## src/rtl/ds3oh_pkg.sv

```systemverilog
package ds3oh_pkg;

    // Registered output stage of the insertion path
    typedef struct packed {
        logic bit_v;
        logic vld;
    } ds3oh_out_t;

    // State of the overhead port
    typedef struct packed {
        logic clk_raw;
        logic sof_raw;
        logic stg_en;
        logic stg_dat;
    } ds3oh_port_t;

endpackage

```

## src/rtl/ds3oh_sync.sv

```systemverilog
module ds3oh_sync #(
    parameter int WIDTH  = 2,
    parameter int STAGES = 2
) (
    input  logic             clk,
    input  logic             rst,
    input  logic [WIDTH-1:0] din,
    output logic [WIDTH-1:0] dout
);

    logic [STAGES-1:0][WIDTH-1:0] pipe_d;
    logic [STAGES-1:0][WIDTH-1:0] pipe_q;

    always_comb begin
        pipe_d[0] = din;
        for (int s = 1; s < STAGES; s++) begin
            pipe_d[s] = pipe_q[s-1];
        end
    end

    always_ff @(posedge clk) begin
        if (rst) begin
            pipe_q <= '0;
        end else begin
            pipe_q <= pipe_d;
        end
    end

    assign dout = pipe_q[STAGES-1];

endmodule

```

## src/rtl/ds3oh_frame_ctr.sv

```systemverilog
module ds3oh_frame_ctr #(
    parameter int BLOCK_BITS = 85,
    parameter int BLOCKS     = 56,
    localparam int BW        = $clog2(BLOCK_BITS),
    localparam int KW        = $clog2(BLOCKS)
) (
    input  logic          clk,
    input  logic          rst,
    input  logic          step,
    output logic [BW-1:0] bpos,
    output logic [KW-1:0] blk,
    output logic          oh_slot
);

    typedef struct packed {
        logic [BW-1:0] bpos;
        logic [KW-1:0] blk;
    } ctr_t;

    ctr_t ctr_d, ctr_q;

    always_comb begin
        ctr_d = ctr_q;
        if (step) begin
            if (ctr_q.bpos == BW'(BLOCK_BITS - 1)) begin
                ctr_d.bpos = '0;
                if (ctr_q.blk == KW'(BLOCKS - 1)) begin
                    ctr_d.blk = '0;
                end else begin
                    ctr_d.blk = ctr_q.blk + 1'b1;
                end
            end else begin
                ctr_d.bpos = ctr_q.bpos + 1'b1;
            end
        end
    end

    always_ff @(posedge clk) begin
        if (rst) begin
            ctr_q <= '0;
        end else begin
            ctr_q <= ctr_d;
        end
    end

    assign bpos    = ctr_q.bpos;
    assign blk     = ctr_q.blk;
    assign oh_slot = (ctr_q.bpos == '0);

endmodule

```

## src/rtl/ds3oh_port.sv

```systemverilog
module ds3oh_port
    import ds3oh_pkg::*;
#(
    parameter int BLOCK_BITS = 85,
    parameter int BLOCKS     = 56,
    parameter int FALL_POS   = 42,
    localparam int BW        = $clog2(BLOCK_BITS),
    localparam int KW        = $clog2(BLOCKS)
) (
    input  logic          clk,
    input  logic          rst,
    input  logic          step,
    input  logic [BW-1:0] bpos,
    input  logic [KW-1:0] blk,
    input  logic          ext_dat,
    input  logic          ext_en,
    output logic          clk_raw,
    output logic          sof_raw,
    output logic          stg_en,
    output logic          stg_dat
);

    ds3oh_port_t port_d, port_q;

    always_comb begin
        port_d = port_q;
        if (step) begin
            if (bpos == BW'(FALL_POS)) begin
                // Falling edge: move the marker and stage values for the next slot
                port_d.clk_raw = 1'b0;
                port_d.sof_raw = (blk == KW'(BLOCKS - 2));
                port_d.stg_en  = ext_en;
                port_d.stg_dat = ext_dat;
            end else if (bpos == BW'(BLOCK_BITS - 1)) begin
                port_d.clk_raw = 1'b1;
            end
        end
    end

    always_ff @(posedge clk) begin
        if (rst) begin
            port_q <= '{clk_raw: 1'b1, sof_raw: 1'b0, stg_en: 1'b0, stg_dat: 1'b0};
        end else begin
            port_q <= port_d;
        end
    end

    assign clk_raw = port_q.clk_raw;
    assign sof_raw = port_q.sof_raw;
    assign stg_en  = port_q.stg_en;
    assign stg_dat = port_q.stg_dat;

endmodule

```

## src/rtl/ds3oh_insert.sv

```systemverilog
module ds3oh_insert
    import ds3oh_pkg::*;
#(
    parameter int BLOCK_BITS  = 85,
    parameter int BLOCKS      = 56,
    parameter int FALL_POS    = 42,
    parameter int SYNC_STAGES = 2,
    localparam int BW         = $clog2(BLOCK_BITS),
    localparam int KW         = $clog2(BLOCKS)
) (
    input  logic clk,
    input  logic rst,
    input  logic bit_en,
    input  logic tx_in,
    output logic tx_out,
    output logic tx_vld,
    output logic oh_clk,
    output logic oh_sof,
    input  logic oh_data,
    input  logic oh_ena,
    input  logic inv_clk,
    input  logic inv_sof,
    input  logic inv_data,
    input  logic inv_ena
);

    logic [BW-1:0] bpos;
    logic [KW-1:0] blk;
    logic          oh_slot;
    logic [1:0]    pin_sync;
    logic          ext_dat;
    logic          ext_en;
    logic          clk_raw;
    logic          sof_raw;
    logic          stg_en;
    logic          stg_dat;

    ds3oh_frame_ctr #(
        .BLOCK_BITS(BLOCK_BITS),
        .BLOCKS    (BLOCKS)
    ) u_ctr (
        .clk    (clk),
        .rst    (rst),
        .step   (bit_en),
        .bpos   (bpos),
        .blk    (blk),
        .oh_slot(oh_slot)
    );

    ds3oh_sync #(
        .WIDTH (2),
        .STAGES(SYNC_STAGES)
    ) u_sync (
        .clk (clk),
        .rst (rst),
        .din ({oh_ena, oh_data}),
        .dout(pin_sync)
    );

    assign ext_en  = pin_sync[1] ^ inv_ena;
    assign ext_dat = pin_sync[0] ^ inv_data;

    ds3oh_port #(
        .BLOCK_BITS(BLOCK_BITS),
        .BLOCKS    (BLOCKS),
        .FALL_POS  (FALL_POS)
    ) u_port (
        .clk    (clk),
        .rst    (rst),
        .step   (bit_en),
        .bpos   (bpos),
        .blk    (blk),
        .ext_dat(ext_dat),
        .ext_en (ext_en),
        .clk_raw(clk_raw),
        .sof_raw(sof_raw),
        .stg_en (stg_en),
        .stg_dat(stg_dat)
    );

    ds3oh_out_t out_d, out_q;

    always_comb begin
        out_d     = out_q;
        out_d.vld = bit_en;
        if (bit_en) begin
            out_d.bit_v = (oh_slot && stg_en) ? stg_dat : tx_in;
        end
    end

    always_ff @(posedge clk) begin
        if (rst) begin
            out_q <= '0;
        end else begin
            out_q <= out_d;
        end
    end

    assign tx_out = out_q.bit_v;
    assign tx_vld = out_q.vld;
    assign oh_clk = clk_raw ^ inv_clk;
    assign oh_sof = sof_raw ^ inv_sof;

endmodule

```

## config.mk

```make
export PLATFORM = sky130hd
export DESIGN_NAME = ds3oh_insert
export DESIGN_NICKNAME = d
export VERILOG_FILES = /design/src/rtl/ds3oh_pkg.sv /design/src/rtl/ds3oh_sync.sv /design/src/rtl/ds3oh_frame_ctr.sv /design/src/rtl/ds3oh_port.sv /design/src/rtl/ds3oh_insert.sv
export SDC_FILE = /design/constraint.sdc
export NUM_CORES = 1
export LEC_CHECK = 0
export CAP_MARGIN = 5
export CORE_AREA = 2 2 49 51
export CTS_CLUSTER_SIZE = 40
export DETAILED_ROUTE_END_ITERATION = 16
export DIE_AREA = 0 0 51 53
export GPL_TIMING_DRIVEN = 0
export PLACE_DENSITY = 0.73
export REMOVE_ABC_BUFFERS = 1
export SLEW_MARGIN = 15
export SYNTH_ARGS = -nofsm -noshare
export SYNTH_HDL_FRONTEND = slang
export SYNTH_HIERARCHICAL = 1
export SYNTH_SLANG_ARGS = --single-unit
```

## constraint.sdc

```tcl
create_clock -name clk -period 1.9 [get_ports clk]
set_input_delay 0.285 -clock clk [delete_from_list [all_inputs] [get_ports clk]]
set_output_delay 0.285 -clock clk [all_outputs]
set_load 0.02 [all_outputs]
```

== Word-level counts from Yosys, hierarchy flattened ==
Cells that the tools add are included.
Word-level totals
  memory bits (writable): 0
  memories kept: 0
  register bits: 23
  logic and storage cells: 31
  input port bits: 10
  ROM bits: 0
  output and inout port bits: 4
  bits in latches: 0
Operators by class
  reductions and logical operators: 6
  div/mod/pow operators: 0
  order comparisons: 0
  mux-type cells: 5
  add/sub/neg operators: 2
  multipliers: 0
  equal/unequal tests: 4
  bitwise operators: 4
  shift operators: 0
Operators by type and width (number)
  equality test 6 bit (second input constant): 2
  adder 7 x 1 -> 7 bit (second input constant): 1
  equality test 7 x 6 -> 1 bit (second input constant): 1
  equality test 7 bit (second input constant): 1
  zero test 7 bit: 1
  two-way mux 7 bit: 1
  adder 6 x 1 -> 6 bit (second input constant): 1
  two-way mux 6 bit: 1
  AND reduction 2 bit: 3
  XOR 1 bit: 4
  two-way mux 1 bit: 3
  nonzero test 2 bit: 1
  logical AND 1 bit: 1

== Longest topological paths before layout ==
  depth in word-level cells: 3
  mapped depth: 8

== By module ==
Netlist, hierarchy kept.
Modules (own cells, without submodules)
  ds3oh_frame_ctr: sequential area each 260.2 sq um, cells each 73, instances 1, area each 666.9 sq um
  ds3oh_port: sequential area each 80.1 sq um, cells each 22, instances 1, area each 210.2 sq um
  ds3oh_insert: sequential area each 40.0 sq um, cells each 11, instances 1, area each 115.1 sq um
  ds3oh_sync: sequential area each 80.1 sq um, cells each 8, instances 1, area each 105.1 sq um

== Worst setup path after synthesis ==
OpenSTA, ideal clock, no wires.
  kind: register to register
  from: register u_ctr.ctr_q, in the netlist u_ctr/bpos[0]
  to: register u_ctr.ctr_q, in the netlist u_ctr/bpos[0]
  path slack: 264 ps
  setup time: 64 ps
  clock period less this slack: 1636 ps
  cell stages (with the launch flop): 9
  arrival: 1573 ps
  buffers on the path: 2
  cells stage by stage: dfxtp_1 > inv_1 > ha_1 > nor3b_2 > and2_2 > clkbuf_1 > or2_2 > buf_2 > nor2_1
Between the ends
  cells in the longest elaborated chain, start to end: 2
  elaborated cells on any way between the ends: 3
  classes of those cells: 1 x add/sub; 1 x eq/ne; 1 x mux
RTL lines
  start: declaration: line ds3oh_frame_ctr.sv:20  | ctr_t ctr_d, ctr_q;
  start signal: assignment: line ds3oh_frame_ctr.sv:42  | ctr_q <= ctr_d;
  adder 7 x 1 -> 7 bit / equality test 7 bit (equally long branches): line ds3oh_frame_ctr.sv:33, ds3oh_frame_ctr.sv:25
  two-way mux 7 bit *: line ds3oh_frame_ctr.sv:25  | if (ctr_q.bpos == BW'(BLOCK_BITS - 1)) begin
Every way passes the cells marked *; elsewhere a longest branch is shown, timed or not.
A chain may end at the register's enable or synchronous reset.

== Worst setup path in the final report ==
  from: input port bit_en
  to: register u_ctr.ctr_q, in the netlist u_ctr/blk[4]
Between the ends
  cells in the longest elaborated chain, start to end: 1
RTL lines
  start: declaration: line ds3oh_insert.sv:13  | input logic bit_en,
  AND reduction 2 bit (no line)
No other way between the ends.

==> impl_metrics.tcl <==
set metrics [dict create \
    ios 14 \
    r2r_end "u_ctr/blk[4]" \
    swShare_pct 23.7 \
    switchingPower_w 0.000193 \
    synth.area.top_cells "dfxtp_1 (42%), xor2_1 (6.4%), nor2_1 (4.8%)" \
    finalClockSkew_ns 0.00146 \
    ys_types 36 \
    yosys.area.top_type "dfxtp_1" \
    layout_commonest_cell "dfxtp_1" \
    slew_headroom_pct 57.2 \
    tightest_slew_ns 0.639 \
    seq_area_frac_synth_pct 42.0 \
    io_buffers 13 \
    outcome "finished clean" \
    fin_ws_ns 0.0727 \
    wl_per_cell_um 12.3 \
    cellInternalPower_w 0.000623 \
    ff2ff_setup_slack_ns 0.19 \
    setup.worst_path.start_class "input port" \
    pwr-share-seq_pct 61.6 \
    ys.warnings.count 6 \
    antenna-diode-count 0 \
    combPwrFrac_pct 11.0 \
    crit_required_ns 2.14 \
    netlist_area_sq_um 1100 \
    final_cell_mix "dfxtp_1 (23), nor2_1 (14), clkdlybuf4s50_1 (13)" \
    power.share.clock_pct 27.4 \
    drc 0 \
    grt_first_pass_wirelength_um 3240 \
    setup_viol 0 \
    synth-seq-cells 23 \
    vias 856 \
    dp_hpwl_um 1390 \
    finalHoldViolations 0 \
    finalMaxSlewViolations 0 \
    num_rows 17 \
    endpoint "u_ctr/blk[4]" \
    p_leak_nw 0.449 \
    post_cts_buffers 0 \
    drive_gt1_share_pct 9.38 \
    crit_arrival_ns 2.06 \
    cp-startpoint "bit_en" \
    synth_cells 114 \
    die_w_um 51 \
    core_area_sq_um 2150 \
    maxCapViolCount 0 \
    nets 142 \
    track_usage_pct 16.0 \
    reg2regPathDepth 6 \
    fillers 197 \
    htree_levels 1 \
    multi_input_area_sq_um 599 \
    postCtsHoldBufs 0 \
    cts_root_buf "clkbuf_4" \
    power_w 0.000816 \
    grt_antenna_before_repair 0 \
    endpoint_kind "flop" \
    cts_buffers 3 \
    seqCellArea_sq_um 460 \
    die_area_sq_um 2700 \
    r2r-start "u_ctr/bpos[0]" \
    numClockSinks 23 \
    cp_max_fo 11 \
    setup.worst_path.class "input port to flop" \
    netlist.area_leader.share_pct 42.0 \
    hp-class "flop to flop" \
    synthToLayoutAreaGrowth_pct 15.4 \
    rsz0062_at_grt "false" \
    cts_tree "yes" \
    vias_per_cell 5.49 \
    ir_worst_vdd_mv 0.460 \
    grt_pass1_vias 759 \
    clk_latency_ns 0.30 \
    syn_avg_cell_area_sq_um 9.63 \
    gp_congestion 0.861 \
    wirelength_um 1920 \
    path_clk_slew_ns 0.12 \
    power_density_nw_per_um2 645 \
    drt_iter0_drc 17 \
    gr-total-overflow 0 \
    post_cts.resized_instances 0 \
    fin_crit_sh_pct 96.2 \
    cts_buffer_depth 2 \
    dieHeight_um 53 \
    layout_min_cycle_time_ns 1.83 \
    pre_cts_ws_ns -0.240 \
    grt_max_degree 18 \
    ant_nets 0 \
    firstDrtPassIters 4 \
    clock.fmax_ghz 0.547 \
    start_util_pct 51.1 \
]
[synth_stat cells]
cell,number
xor2_1,8
or4_1,1
dfxtp_1,23
clkbuf_1,1
nand3_1,3
mux2i_1,4
nor2_1,14
nand4_1,6
a211oi_1,1
nand2_1,7
a21bo_1,1
ha_1,3
nor4b_1,2
nor2b_1,5
and4bb_1,1
and2_2,1
nand2b_1,1
o21ai_0,3
or2_2,1
or4b_1,1
and2_4,1
nor4bb_1,3
nand3_2,1
and4_1,1
and4bb_2,1
a21oi_1,4
xnor2_1,3
a311oi_2,1
buf_12,1
inv_1,4
nor3b_2,1
o21ai_1,2
and4_4,1
o31ai_1,1
buf_2,1
and4b_1,1
[worst min-delay path by stage]
stage                           from             end  slack [ns]  depth (start not counted)
floorplan                        rst          tx_out        0.35                          1
global placement    u_sync/pipe_d[2]  u_sync/dout[0]        0.42                          1
detailed placement  u_sync/pipe_d[2]  u_sync/dout[0]        0.43                          1
CTS                 u_sync/pipe_d[3]  u_sync/dout[1]        0.46                          1
global route        u_sync/pipe_d[3]  u_sync/dout[1]        0.46                          1
finish              u_sync/pipe_d[2]  u_sync/dout[0]        0.45                          1
[layer usage]
layer	routed length (um)	up-vias	track usage [%]
li1	-	430	-
met1	928	404	21.1
met4	14	0	8.11
met5	0	-	0
met3	87	2	3.39
met2	887	20	24.5
[through the flow]
stage / instance area (sq um) / cells / hold slack, ns / utilization (%) / setup TNS [ns]
2_1_floorplan: 1070 / 111 / 0.353 / - / 0
3_3_place_gp: 1230 / 152 / 0.422 / 57.4 / -0.517
3_5_place_dp: 1230 / 152 / 0.429 / 57.4 / -0.828
4_1_cts: 1260 / 156 / 0.457 / 58.6 / 0
5_1_grt: 1270 / 156 / 0.462 / 58.9 / 0
6_report: 1270 / 156 / 0.453 / 58.9 / 0
[kinds of logic after synthesis]
group / count (synthesis) / share of synthesized area (%)
multiplexers: 4 / 3.65
buffers and inverters: 7 / 3.99
adder cells (fa/ha/maj): 3 / 3.42
AO/OA/AOI/OAI: 13 / 7.75
XOR/XNOR: 11 / 8.78
flip-flops: 23 / 42.0
AND/OR/NAND/NOR: 53 / 30.4
[flip-flops by register name (all words and copies together), names as in the netlist]
signal          flops
tx_vld              1
tx_out              1
u_ctr/bpos          7
u_port/clk_raw      1
u_ctr/blk           6
u_sync/pipe_d       2
u_port/stg_dat      1
u_port/stg_en       1
u_port/sof_raw      1
u_sync/dout         2
[worst max-delay path: stages]
cell             delay (ns)
clkdlybuf4s50_1        0.73
and4_4                 0.32
nand3_2                0.11
or4b_1                 0.48
a21oi_1                0.14
[power groups by stage]
stage / clock network, W / registers [W] / logic (W)
6_report: 0.000223 / 0.000503 / 0.0000901
5_1_grt: 0.000254 / 0.000505 / 0.0000970
4_1_cts: 0.000235 / 0.000502 / 0.0000891
3_5_place_dp: 0 / 0.000513 / 0.0000885
3_3_place_gp: 0 / 0.000513 / 0.0000856
2_1_floorplan: 0 / 0.000515 / 0.0000401
[final cells by class]
type / count / share of cell area, %
clock buffer: 4 / 2.08
multi-input combinational: 84 / 47.3
tap: 28 / 2.77
timing repair buffer: 13 / 10.3
sequential: 23 / 36.4
inverter: 4 / 1.19
Power figures use the tool's default switching activity.
